<file path="src/rtl/prog_addr_pkg.sv">
package prog_addr_pkg;

   // Source chosen for the next program counter value
   typedef enum logic [2:0] {
      SRC_HOLD = 3'd0,
      SRC_INC  = 3'd1,
      SRC_SKIP = 3'd2,
      SRC_PCLW = 3'd3,
      SRC_JUMP = 3'd4,
      SRC_POP  = 3'd5,
      SRC_IRQ  = 3'd6
   } addr_src_e;

   // Strobe bundle from the decoder
   typedef struct packed {
      logic irq;
      logic reti;
      logic ret;
      logic call;
      logic jump;
      logic pclw;
      logic skip;
      logic inc;
   } strobe_t;

endpackage

</file>
<file path="src/rtl/ret_stack.sv">
module ret_stack #(
   parameter int W     = 13,
   parameter int DEPTH = 8
) (
   input  logic         clk,
   input  logic         rst_n,
   input  logic         push_en,
   input  logic [W-1:0] push_data,
   input  logic         pop_en,
   output logic [W-1:0] pop_data
);

   localparam int PTR_W = (DEPTH > 1) ? $clog2(DEPTH) : 1;
   localparam logic [PTR_W-1:0] LAST = PTR_W'(DEPTH - 1);
   localparam logic [PTR_W-1:0] ONE  = PTR_W'(1);

   logic [W-1:0]     slot_q [DEPTH];
   logic [PTR_W-1:0] sp_q;      // next free slot
   logic [PTR_W-1:0] sp_inc;
   logic [PTR_W-1:0] sp_dec;

   initial begin
      assert (DEPTH >= 2) else $error("ret_stack: DEPTH must be at least 2");
      assert (W >= 1)     else $error("ret_stack: W must be positive");
   end

   // The ring wraps for free when DEPTH is a power of two and needs a compare otherwise
   generate
      if ((1 << PTR_W) == DEPTH) begin : g_pow2
         assign sp_inc = sp_q + ONE;
         assign sp_dec = sp_q - ONE;
      end else begin : g_mod
         assign sp_inc = (sp_q == LAST) ? '0 : sp_q + ONE;
         assign sp_dec = (sp_q == '0) ? LAST : sp_q - ONE;
      end
   endgenerate

   assign pop_data = slot_q[sp_dec];

   always_ff @(posedge clk or negedge rst_n) begin
      if (!rst_n) begin
         sp_q <= '0;
      end else if (push_en) begin
         sp_q <= sp_inc;
      end else if (pop_en) begin
         sp_q <= sp_dec;
      end
   end

   generate
      for (genvar gi = 0; gi < DEPTH; gi++) begin : g_slot
         always_ff @(posedge clk or negedge rst_n) begin
            if (!rst_n) begin
               slot_q[gi] <= '0;
            end else if (push_en && (sp_q == PTR_W'(gi))) begin
               slot_q[gi] <= push_data;
            end
         end
      end
   endgenerate


   ptr_ring_chk: assert property (@(posedge clk) disable iff (!rst_n)
      push_en |=> sp_q == (($past(sp_q) == LAST) ? '0 : $past(sp_q) + ONE));


   pop_ring_chk: assert property (@(posedge clk) disable iff (!rst_n)
      (pop_en && !push_en) |=> sp_q == (($past(sp_q) == '0) ? LAST : $past(sp_q) - ONE));


   one_op_chk: assert property (@(posedge clk) disable iff (!rst_n)
      !(push_en && pop_en));

endmodule

</file>
<file path="src/rtl/next_addr_sel.sv">
module next_addr_sel
   import prog_addr_pkg::*;
#(
   parameter int PC_W    = 13,
   parameter int LIT_W   = 11,
   parameter int DATA_W  = 8,
   parameter int IRQ_VEC = 4
) (
   input  strobe_t                  stb,
   input  logic [PC_W-1:0]          pc_q,
   input  logic [LIT_W-1:0]         lit_k,
   input  logic [DATA_W-1:0]        alu_res,
   input  logic [PC_W-DATA_W-1:0]   latch_val,
   input  logic [PC_W-1:0]          pop_data,
   output addr_src_e                src,
   output logic [PC_W-1:0]          next_pc,
   output logic                     push_en,
   output logic [PC_W-1:0]          push_data,
   output logic                     pop_en,
   output logic                     gie_set
);

   localparam int LATCH_W = PC_W - DATA_W;
   localparam int PAGE_W  = PC_W - LIT_W;
   localparam logic [PC_W-1:0] ONE = PC_W'(1);
   localparam logic [PC_W-1:0] TWO = PC_W'(2);
   localparam logic [PC_W-1:0] VEC = PC_W'(IRQ_VEC);

   logic [PC_W-1:0] pc_plus1;
   logic [PC_W-1:0] pc_plus2;
   logic [PC_W-1:0] jump_addr;
   logic [PC_W-1:0] pclw_addr;

   assign pc_plus1  = pc_q + ONE;
   assign pc_plus2  = pc_q + TWO;
   assign pclw_addr = {latch_val, alu_res};

   // The page number comes from the top PAGE_W latch bits
   generate
      if (PAGE_W > 0) begin : g_paged
         assign jump_addr = {latch_val[LATCH_W-1 -: PAGE_W], lit_k};
      end else begin : g_flat
         assign jump_addr = lit_k[PC_W-1:0];
      end
   endgenerate

   always_comb begin
      if (stb.irq)                 src = SRC_IRQ;
      else if (stb.ret || stb.reti) src = SRC_POP;
      else if (stb.call || stb.jump) src = SRC_JUMP;
      else if (stb.pclw)           src = SRC_PCLW;
      else if (stb.skip)           src = SRC_SKIP;
      else if (stb.inc)            src = SRC_INC;
      else                         src = SRC_HOLD;
   end

   always_comb begin
      push_en   = 1'b0;
      push_data = pc_plus1;
      pop_en    = 1'b0;
      gie_set   = 1'b0;
      unique case (src)
         SRC_IRQ: begin
            next_pc   = VEC;
            push_en   = 1'b1;
            push_data = pc_q;
         end
         SRC_POP: begin
            next_pc = pop_data;
            pop_en  = 1'b1;
            gie_set = stb.reti;
         end
         SRC_JUMP: begin
            next_pc = jump_addr;
            push_en = stb.call;
         end
         SRC_PCLW: next_pc = pclw_addr;
         SRC_SKIP: next_pc = pc_plus2;
         SRC_INC:  next_pc = pc_plus1;
         default:  next_pc = pc_q;
      endcase
   end

endmodule

</file>
<file path="src/rtl/prog_addr_seq.sv">
module prog_addr_seq
   import prog_addr_pkg::*;
#(
   parameter int PC_W    = 13,
   parameter int LIT_W   = 11,
   parameter int DATA_W  = 8,
   parameter int DEPTH   = 8,
   parameter int RST_VEC = 0,
   parameter int IRQ_VEC = 4
) (
   input  logic                    clk,
   input  logic                    rst_n,
   input  logic                    inc_en,
   input  logic                    skip_en,
   input  logic                    goto_en,
   input  logic                    call_en,
   input  logic                    pclw_en,
   input  logic                    ret_en,
   input  logic                    reti_en,
   input  logic                    irq_take,
   input  logic [LIT_W-1:0]        lit_k,
   input  logic [DATA_W-1:0]       alu_res,
   input  logic [PC_W-DATA_W-1:0]  latch_val,
   output logic [PC_W-1:0]         fetch_addr,
   output logic                    gie_set
);

   localparam int LATCH_W = PC_W - DATA_W;
   localparam int PAGE_W  = PC_W - LIT_W;
   localparam logic [PC_W-1:0] RVEC = PC_W'(RST_VEC);
   localparam logic [PC_W-1:0] IVEC = PC_W'(IRQ_VEC);
   localparam logic [PC_W-1:0] ONE  = PC_W'(1);

   initial begin
      assert (PC_W > DATA_W)   else $error("prog_addr_seq: PC_W must exceed DATA_W");
      assert (PC_W >= LIT_W)   else $error("prog_addr_seq: LIT_W wider than PC_W");
      assert (PAGE_W <= LATCH_W) else $error("prog_addr_seq: latch too narrow for page bits");
      assert (DEPTH >= 2)      else $error("prog_addr_seq: stack needs two entries");
      assert (IRQ_VEC < (1 << PC_W)) else $error("prog_addr_seq: IRQ_VEC out of range");
      assert (RST_VEC < (1 << PC_W)) else $error("prog_addr_seq: RST_VEC out of range");
   end

   strobe_t          stb;
   addr_src_e        src;
   logic [PC_W-1:0]  pc_q;
   logic [PC_W-1:0]  next_pc;
   logic             push_en;
   logic [PC_W-1:0]  push_data;
   logic             pop_en;
   logic [PC_W-1:0]  pop_data;

   assign stb = '{irq: irq_take, reti: reti_en, ret: ret_en, call: call_en,
                  jump: goto_en, pclw: pclw_en, skip: skip_en, inc: inc_en};

   next_addr_sel #(
      .PC_W(PC_W), .LIT_W(LIT_W), .DATA_W(DATA_W), .IRQ_VEC(IRQ_VEC)
   ) sel_i (
      .stb(stb), .pc_q(pc_q), .lit_k(lit_k), .alu_res(alu_res),
      .latch_val(latch_val), .pop_data(pop_data), .src(src),
      .next_pc(next_pc), .push_en(push_en), .push_data(push_data),
      .pop_en(pop_en), .gie_set(gie_set)
   );

   ret_stack #(.W(PC_W), .DEPTH(DEPTH)) stack_i (
      .clk(clk), .rst_n(rst_n), .push_en(push_en), .push_data(push_data),
      .pop_en(pop_en), .pop_data(pop_data)
   );

   always_ff @(posedge clk or negedge rst_n) begin
      if (!rst_n) pc_q <= RVEC;
      else        pc_q <= next_pc;
   end

   assign fetch_addr = pc_q;


   irq_vector_chk: assert property (@(posedge clk) disable iff (!rst_n)
      irq_take |=> fetch_addr == IVEC);


   irq_push_chk: assert property (@(posedge clk) disable iff (!rst_n)
      irq_take |-> (push_en && push_data == fetch_addr));


   gie_strobe_chk: assert property (@(posedge clk) disable iff (!rst_n)
      gie_set == (reti_en && !irq_take));


   jump_page_chk: assert property (@(posedge clk) disable iff (!rst_n)
      (goto_en && !irq_take && !ret_en && !reti_en && !call_en) |=>
      fetch_addr == {$past(latch_val[LATCH_W-1 -: PAGE_W]), $past(lit_k)});


   seq_step_chk: assert property (@(posedge clk) disable iff (!rst_n)
      (inc_en && !skip_en && !pclw_en && !goto_en && !call_en && !ret_en && !reti_en && !irq_take)
      |=> fetch_addr == $past(fetch_addr) + ONE);


   idle_hold_chk: assert property (@(posedge clk) disable iff (!rst_n)
      (src == SRC_HOLD) |=> $stable(fetch_addr));

endmodule

</file>
<file path="config.mk">
export PLATFORM = sky130hd
export DESIGN_NAME = prog_addr_seq
export DESIGN_NICKNAME = d
export VERILOG_FILES = /design/src/rtl/prog_addr_pkg.sv /design/src/rtl/ret_stack.sv /design/src/rtl/next_addr_sel.sv /design/src/rtl/prog_addr_seq.sv
export SDC_FILE = /design/constraint.sdc
export NUM_CORES = 1
export LEC_CHECK = 0
export BUFFER_PORTS_ARGS = -buffer_cell sky130_fd_sc_hd__buf_2
export CORE_MARGIN = 1.5
export CORE_UTILIZATION = 52
export CTS_CLUSTER_SIZE = 28
export DETAILED_ROUTE_END_ITERATION = 8
export GPL_TIMING_DRIVEN = 0
export PLACE_DENSITY = 0.71
export SLEW_MARGIN = 10
export SYNTH_ARGS = -nofsm -noshare
export SYNTH_HDL_FRONTEND = slang
export SYNTH_SLANG_ARGS = --single-unit
</file>
<file path="constraint.sdc">
create_clock -name clk -period 3.1 [get_ports clk]
set_input_delay 0.155 -clock clk [delete_from_list [all_inputs] [get_ports clk]]
set_output_delay 0.155 -clock clk [all_outputs]
set_load 0.03 [all_outputs]
</file>
---- Yosys cells after proc, flatten, opt, wreduce, memory -nomap -nowiden ----
Index checks and enable logic that the tools add are counted.
storage, ports and cells
  register bits ........................... 120
  logic and storage cells ................. 58
  output and inout bits ................... 14
  input port bits ......................... 34
operators by class
  reduce and logical (&&, ||, !) cells .... 13
  bitwise operators ....................... 1
  equal/unequal tests ..................... 13
  magnitude comparators ................... 1
  add/subtract/negate cells ............... 4
  multiplexer cells ....................... 16
operator list
  cell                                               count
  one-hot mux 13 bit (6 select lines)                1
  binary-select mux 13 bit (select 3 bit)            1
  two-way mux 13 bit                                 3
  == test 3 bit (second input constant)              7
  two-way mux 3 bit                                  7
  adder 13 x 1 -> 13 bit (second input constant)     1
  adder 13 x 2 -> 13 bit (second input constant)     1
  == test 3 x 2 -> 1 bit (second input constant)     4
  logical AND 1 bit                                  8
  == test 3 x 1 -> 1 bit (second input constant)     2
  nonzero test 6 bit                                 1
  >= comparator 4 bit (second input constant)        1
  inverter 3 -> 4 bit                                1
  adder 3 x 1 -> 3 bit (second input constant)       1
  logical NOT 3 bit                                  1
  two-way mux 1 bit                                  3
  subtractor 3 x 1 -> 3 bit (second input constant)  1
  logical OR 1 bit                                   2
  one-hot mux 1 bit (2 select lines)                 1
  nonzero test 2 bit                                 1

---- Logic depth before layout (Yosys ltp) ----
  depth after elaboration ................. 10
  gate-level depth with buffers ........... 10
  gate-level depth less buffers ........... 6

---- By module ----
Synthesis repeated with hierarchy kept, for this count alone.
second synthesis, totals
  cells, all modules ...................... 605
  area, all modules ....................... 6769.0 um^2
modules (own cells, without submodules)
  module         cells each  instances  sequential area each (um^2)  area an instance (um^2)
  ret_stack      383         1          2677.6                       5149.9
  next_addr_sel  209         1          0.0                          1293.7
  prog_addr_seq  13          1          325.3                        325.3

---- Worst setup path before layout ----
No wires, ideal clock.
  path type ............................... flip-flop to flip-flop
  from .................................... reg stack_i.sp_q[0]
  to ...................................... reg pc_q[7] (netlist: fetch_addr[7])
  data required time ...................... 2.966 ns
  setup time .............................. 0.134 ns
  slack ................................... 0.602 ns
  arrival time ............................ 2.364 ns
  buffers on the path ..................... 3
  clock period less this slack ............ 2.498 ns
  stages on the path, launching flop included .. 10
  path through ............................ dfrtp_1 buf_6 buf_2 inv_1 ha_1 xor2_2 buf_2 mux2_2 a222oi_1 o21ai_1
between the ends
  cells in the longest elaborated chain, start to end .. 6
RTL lines
  what                                                    line                 source
  start: declaration                                      ret_stack.sv:18      logic [PTR_W-1:0] sp_q;
  start signal: assignment                                ret_stack.sv:44      sp_q <= sp_inc;
  start signal: assignment                                ret_stack.sv:46      sp_q <= sp_dec;
  subtractor 3 x 1 -> 3 bit                               ret_stack.sv:31      assign sp_dec = sp_q - ONE;
  inverter 3 -> 4 bit (implied by the code)               ret_stack.sv:38      assign pop_data = slot_q[sp_dec];
  binary-select mux 13 bit (select 3 bit)                 ret_stack.sv:38
  two-way mux 13 bit (implied by the code) (2 in series)  ret_stack.sv:38
  one-hot mux 13 bit (6 select lines)                     next_addr_sel.sv:62  unique case (src)
  end signal: assignment                                  prog_addr_seq.sv:71  else pc_q <= next_pc;
  end: declaration                                        prog_addr_seq.sv:45  logic [PC_W-1:0] pc_q;
Every way passes these cells. The select of a mux whose other input is x is not followed.
A chain may end at the register's enable or synchronous reset.

---- Final worst setup path ----
Ends and elaborated chain as after synthesis.

==> flow_metrics.tcl <==
set metrics [dict create \
    outcome "complete, no violations" \
    synth.distinct_cells 52 \
    cts.htree.levels 4 \
    die_area_um2 12220 \
    timing.clock.skew_ns 0.006374 \
    grt_pass1_wl_um 27320 \
    dpl.hpwl_um 11840 \
    die_w_um 110.5 \
    groute.usage.overall 0.2861 \
    initial_utilization 0.5290 \
    setup-violations-final 0 \
    fillCellCount 935 \
    area.sequential_um2 3004 \
    rsz0062_at_grt "false" \
    detailedRoute.firstIterationViolations 427 \
    critical_path.startpoint_type "register" \
    floorplan.die.height_um 110.5 \
    static-leakage-power_nw 3.105 \
    tritoncts "built" \
    power.total_mw 7.470 \
    gpl.final_weighted_congestion 0.9178 \
    dr_total_vias 5002 \
    dominantRegCellSynth "dfrtp_1" \
    routed_wl_um 16820 \
    power_per_cell_area_nw_per_um2 1039 \
    drt.antenna.violating_nets 0 \
    layout.core_utilization 0.6326 \
    drc_errors 0 \
    post_route_cells_drive_above_1_share 0.1979 \
    worst_setup_ep_type "register" \
    synth-adder-area-share 0.01872 \
    report.final.hold_viol_count 0 \
    postSynthAreaPerCell_um2 10.37 \
    core-area_um2 11370 \
    synth_simple_gate_area_frac 0.1325 \
    max_clock_freq_mhz 342.2 \
    timing.max_cap.violations 0 \
    maximum_number_of_pins_on_one_net_before_global_route_repair 78 \
    number_of_placement_rows 39 \
    remaining_overflow_grt 0 \
    synth_compound_area_frac 0.1625 \
    ys_seq_elements 120 \
    synth_warnings 0 \
    async_reset_ff_frac 1.000 \
    path_max_fanout 10 \
    root_buffer "clkbuf_16" \
    cts_inserted_buffers 17 \
    clkLatencyLatePin_ns 0.41 \
    final_design_area_no_fill_um2 7192 \
    io_buffer_count 46 \
    hold_path_class "input pin to register" \
    total_clock_sinks 120 \
    worst_pin_slew_ns 0.8415 \
    max-clock-path-buffers 2 \
    wire_per_inst_um 20.76 \
    final-max-slew-violation-count 0 \
    mappedNetlistNets 623 \
    worst-endpoint-arrival_ns 3.21 \
    vias_per_cell 6.175 \
    post_synth_xor_area_fraction 0.03328 \
    period_utilization 0.9426 \
    yosys-mux-area-fraction 0.1217 \
    initial_antenna_violation_count 1 \
    via_count_of_the_first_global_routing_pass 5177 \
    synth_area_um2 6015 \
    clkSlewWorstSetupHoldPaths_ns 0.06 \
    nets_final 697 \
    synth-seq-area-share 0.4993 \
    synth_top_family_by_area "compound AO/OA/AOI/OAI gates" \
    timing.max_slew.rel_slack 0.4365 \
    ir_drop_mv 0.5217 \
    multiInputGateArea_um2 2833 \
    num_antenna_cells 0 \
    io_pins 48 \
    first_drt_pass_iteration_count 6 \
    period_minus_slack_ns 2.922 \
    synthToLayoutAreaGrowth_pct 19.58 \
    dpl_cell_area_um2 6457 \
    cells_after_synthesis 580 \
    crit_path_required_time_ns 3.39 \
    layoutNonFillerInstCount 810 \
    synth_edf_count 0 \
    critical_path_class "register to register" \
    placedCellCount 770 \
]
-- logic make-up after synthesis --
kind of cell,count (synthesis)
compound gates,163
xor+xnor,22
fa+ha+maj,9
buf+inv,45
flops,120
mux,41
simple gates,180
-- final cells by class --
| class | count | share of cell area |
|---|---|---|
| flip-flops and latches | 120 | 0.4177 |
| multi-input cells | 415 | 0.3939 |
| clock buffers | 21 | 0.06402 |
| repair buffers | 55 | 0.04784 |
| well taps | 143 | 0.02488 |
| plain buffers | 39 | 0.02470 |
| clock inverters | 11 | 0.02383 |
| inverters | 6 | 0.003132 |
-- worst paths after layout --
| path | startpoint | to | slack (ns) | depth (start not counted) |
|---|---|---|---|---|
| max | stack_i.sp_q[0] | fetch_addr[7] | 0.18 | 9 |
| min | lit_k[6] | fetch_addr[6] | 0.002 | 3 |
| max reg2reg | stack_i.sp_q[0] | fetch_addr[7] | 0.18 | 9 |
| min reg2reg | stack_i.slot_q[72] | stack_i.slot_q[72] | 0.47 | 2 |
| max in group asynchronous | rst_n | stack_i.slot_q[32] | 2.15 | 3 |
| min in group asynchronous | rst_n | fetch_addr[1] | 0.23 | 2 |
-- power by group --
part,internal (mW),switching (mW),total (mW)
clock,1.39,0.710,2.10
sequential,2.15,0.406,2.56
combinational,1.14,1.67,2.81
total,4.68,2.79,7.47
-- state kept, by name, summed over array words and instances (netlist names) --
name,count
stack_i.sp_q,3
stack_i.slot_q,104
fetch_addr,13
-- repair_timing --
item | CTS | global route
setup endpoints to repair | 10 | 5
resized for setup | 5 | 2
buffers inserted | 0 | 0
hold buffers | 8 | 0
endpoints found under the hold margin | 49 | 0
-- cells in the mapped netlist, types with 2 or more instances --
cell	count	area, um^2
nor3b_1	7	52.55
or3_1	2	12.51
nand2_1	117	439.2
ha_1	9	112.6
nor2b_1	4	25.02
nor2_1	13	48.80
mux4_2	21	473.0
a22oi_1	6	45.04
clkbuf_1	24	90.09
buf_2	13	65.06
o21ai_0	111	555.5
a222oi_1	3	30.03
mux2_2	8	90.09
mux2i_1	9	90.09
nand4_1	5	31.28
nand3b_1	2	15.01
o211ai_1	12	90.09
nand3_1	7	35.03
nor3_1	9	45.04
o21ai_1	4	20.02
o21a_1	2	15.01
inv_1	6	22.52
xor2_1	4	35.03
o211ai_2	2	25.02
o311ai_0	3	26.28
xnor2_1	17	148.9
a211oi_1	2	15.01
a21oi_1	4	20.02
nand2b_1	3	18.77
and3_1	4	25.02
nor4_1	3	18.77
dfrtp_1	120	3003
mux4_1	3	78.83
o221ai_1	2	17.52
a2111oi_2	2	30.03
-- metal layers --
metal,GRT usage,vias up,part of all wire
li1,-,2249,-
met1,0.3741,2508,0.43
met2,0.4737,203,0.49
met3,0.05928,40,0.056
met4,0.1060,2,0.024
met5,0,-,0.00048
-- worst max-delay path: stages, from the launching register on --
cell	delay (ns)
dfrtp_2	0.47
buf_6	0.19
clkbuf_4	0.21
inv_1	0.21
ha_1	0.34
xor2_4	0.31
buf_2	0.36
mux2_2	0.38
a222oi_1	0.22
o21ai_1	0.10
-- through the flow --
step / worst slack, ns / TNS, ns / hold WS (ns)
after detailed placement: -0.2418 / -1.327 / 0.1032
after global placement: -0.2313 / -1.299 / 0.3903
final: 0.1781 / 0 / 0.001558
after CTS: 0.05152 / 0 / 0.0001729
after floorplan: 0.6021 / 0 / -0.1406
after global routing: 0.02919 / 0 / 0.01176
-- cell usage in the layout, fill, tap and decap left out, types with 3 or more instances in the layout --
cell / count
nor2b_1: 4
a222oi_1: 3
bufinv_16: 4
ha_1: 8
dfrtp_1: 119
nor2_1: 13
xor2_1: 4
mux2i_1: 9
inv_1: 6
o21ai_0: 111
nand2b_1: 3
dlygate4sd3_1: 8
nor3b_1: 7
nor4_1: 3
mux4_1: 3
nand3_1: 7
mux2_2: 8
o211ai_1: 12
clkinv_4: 3
nand2_1: 117
and3_1: 4
mux4_2: 21
xnor2_1: 17
a22oi_1: 6
nor3_1: 9
clkbuf_1: 24
o21ai_1: 4
nand4_1: 5
a21oi_1: 4
o311ai_0: 3
buf_2: 56
clkbuf_16: 17
Note: power is estimated with default switching activity, not from simulation.
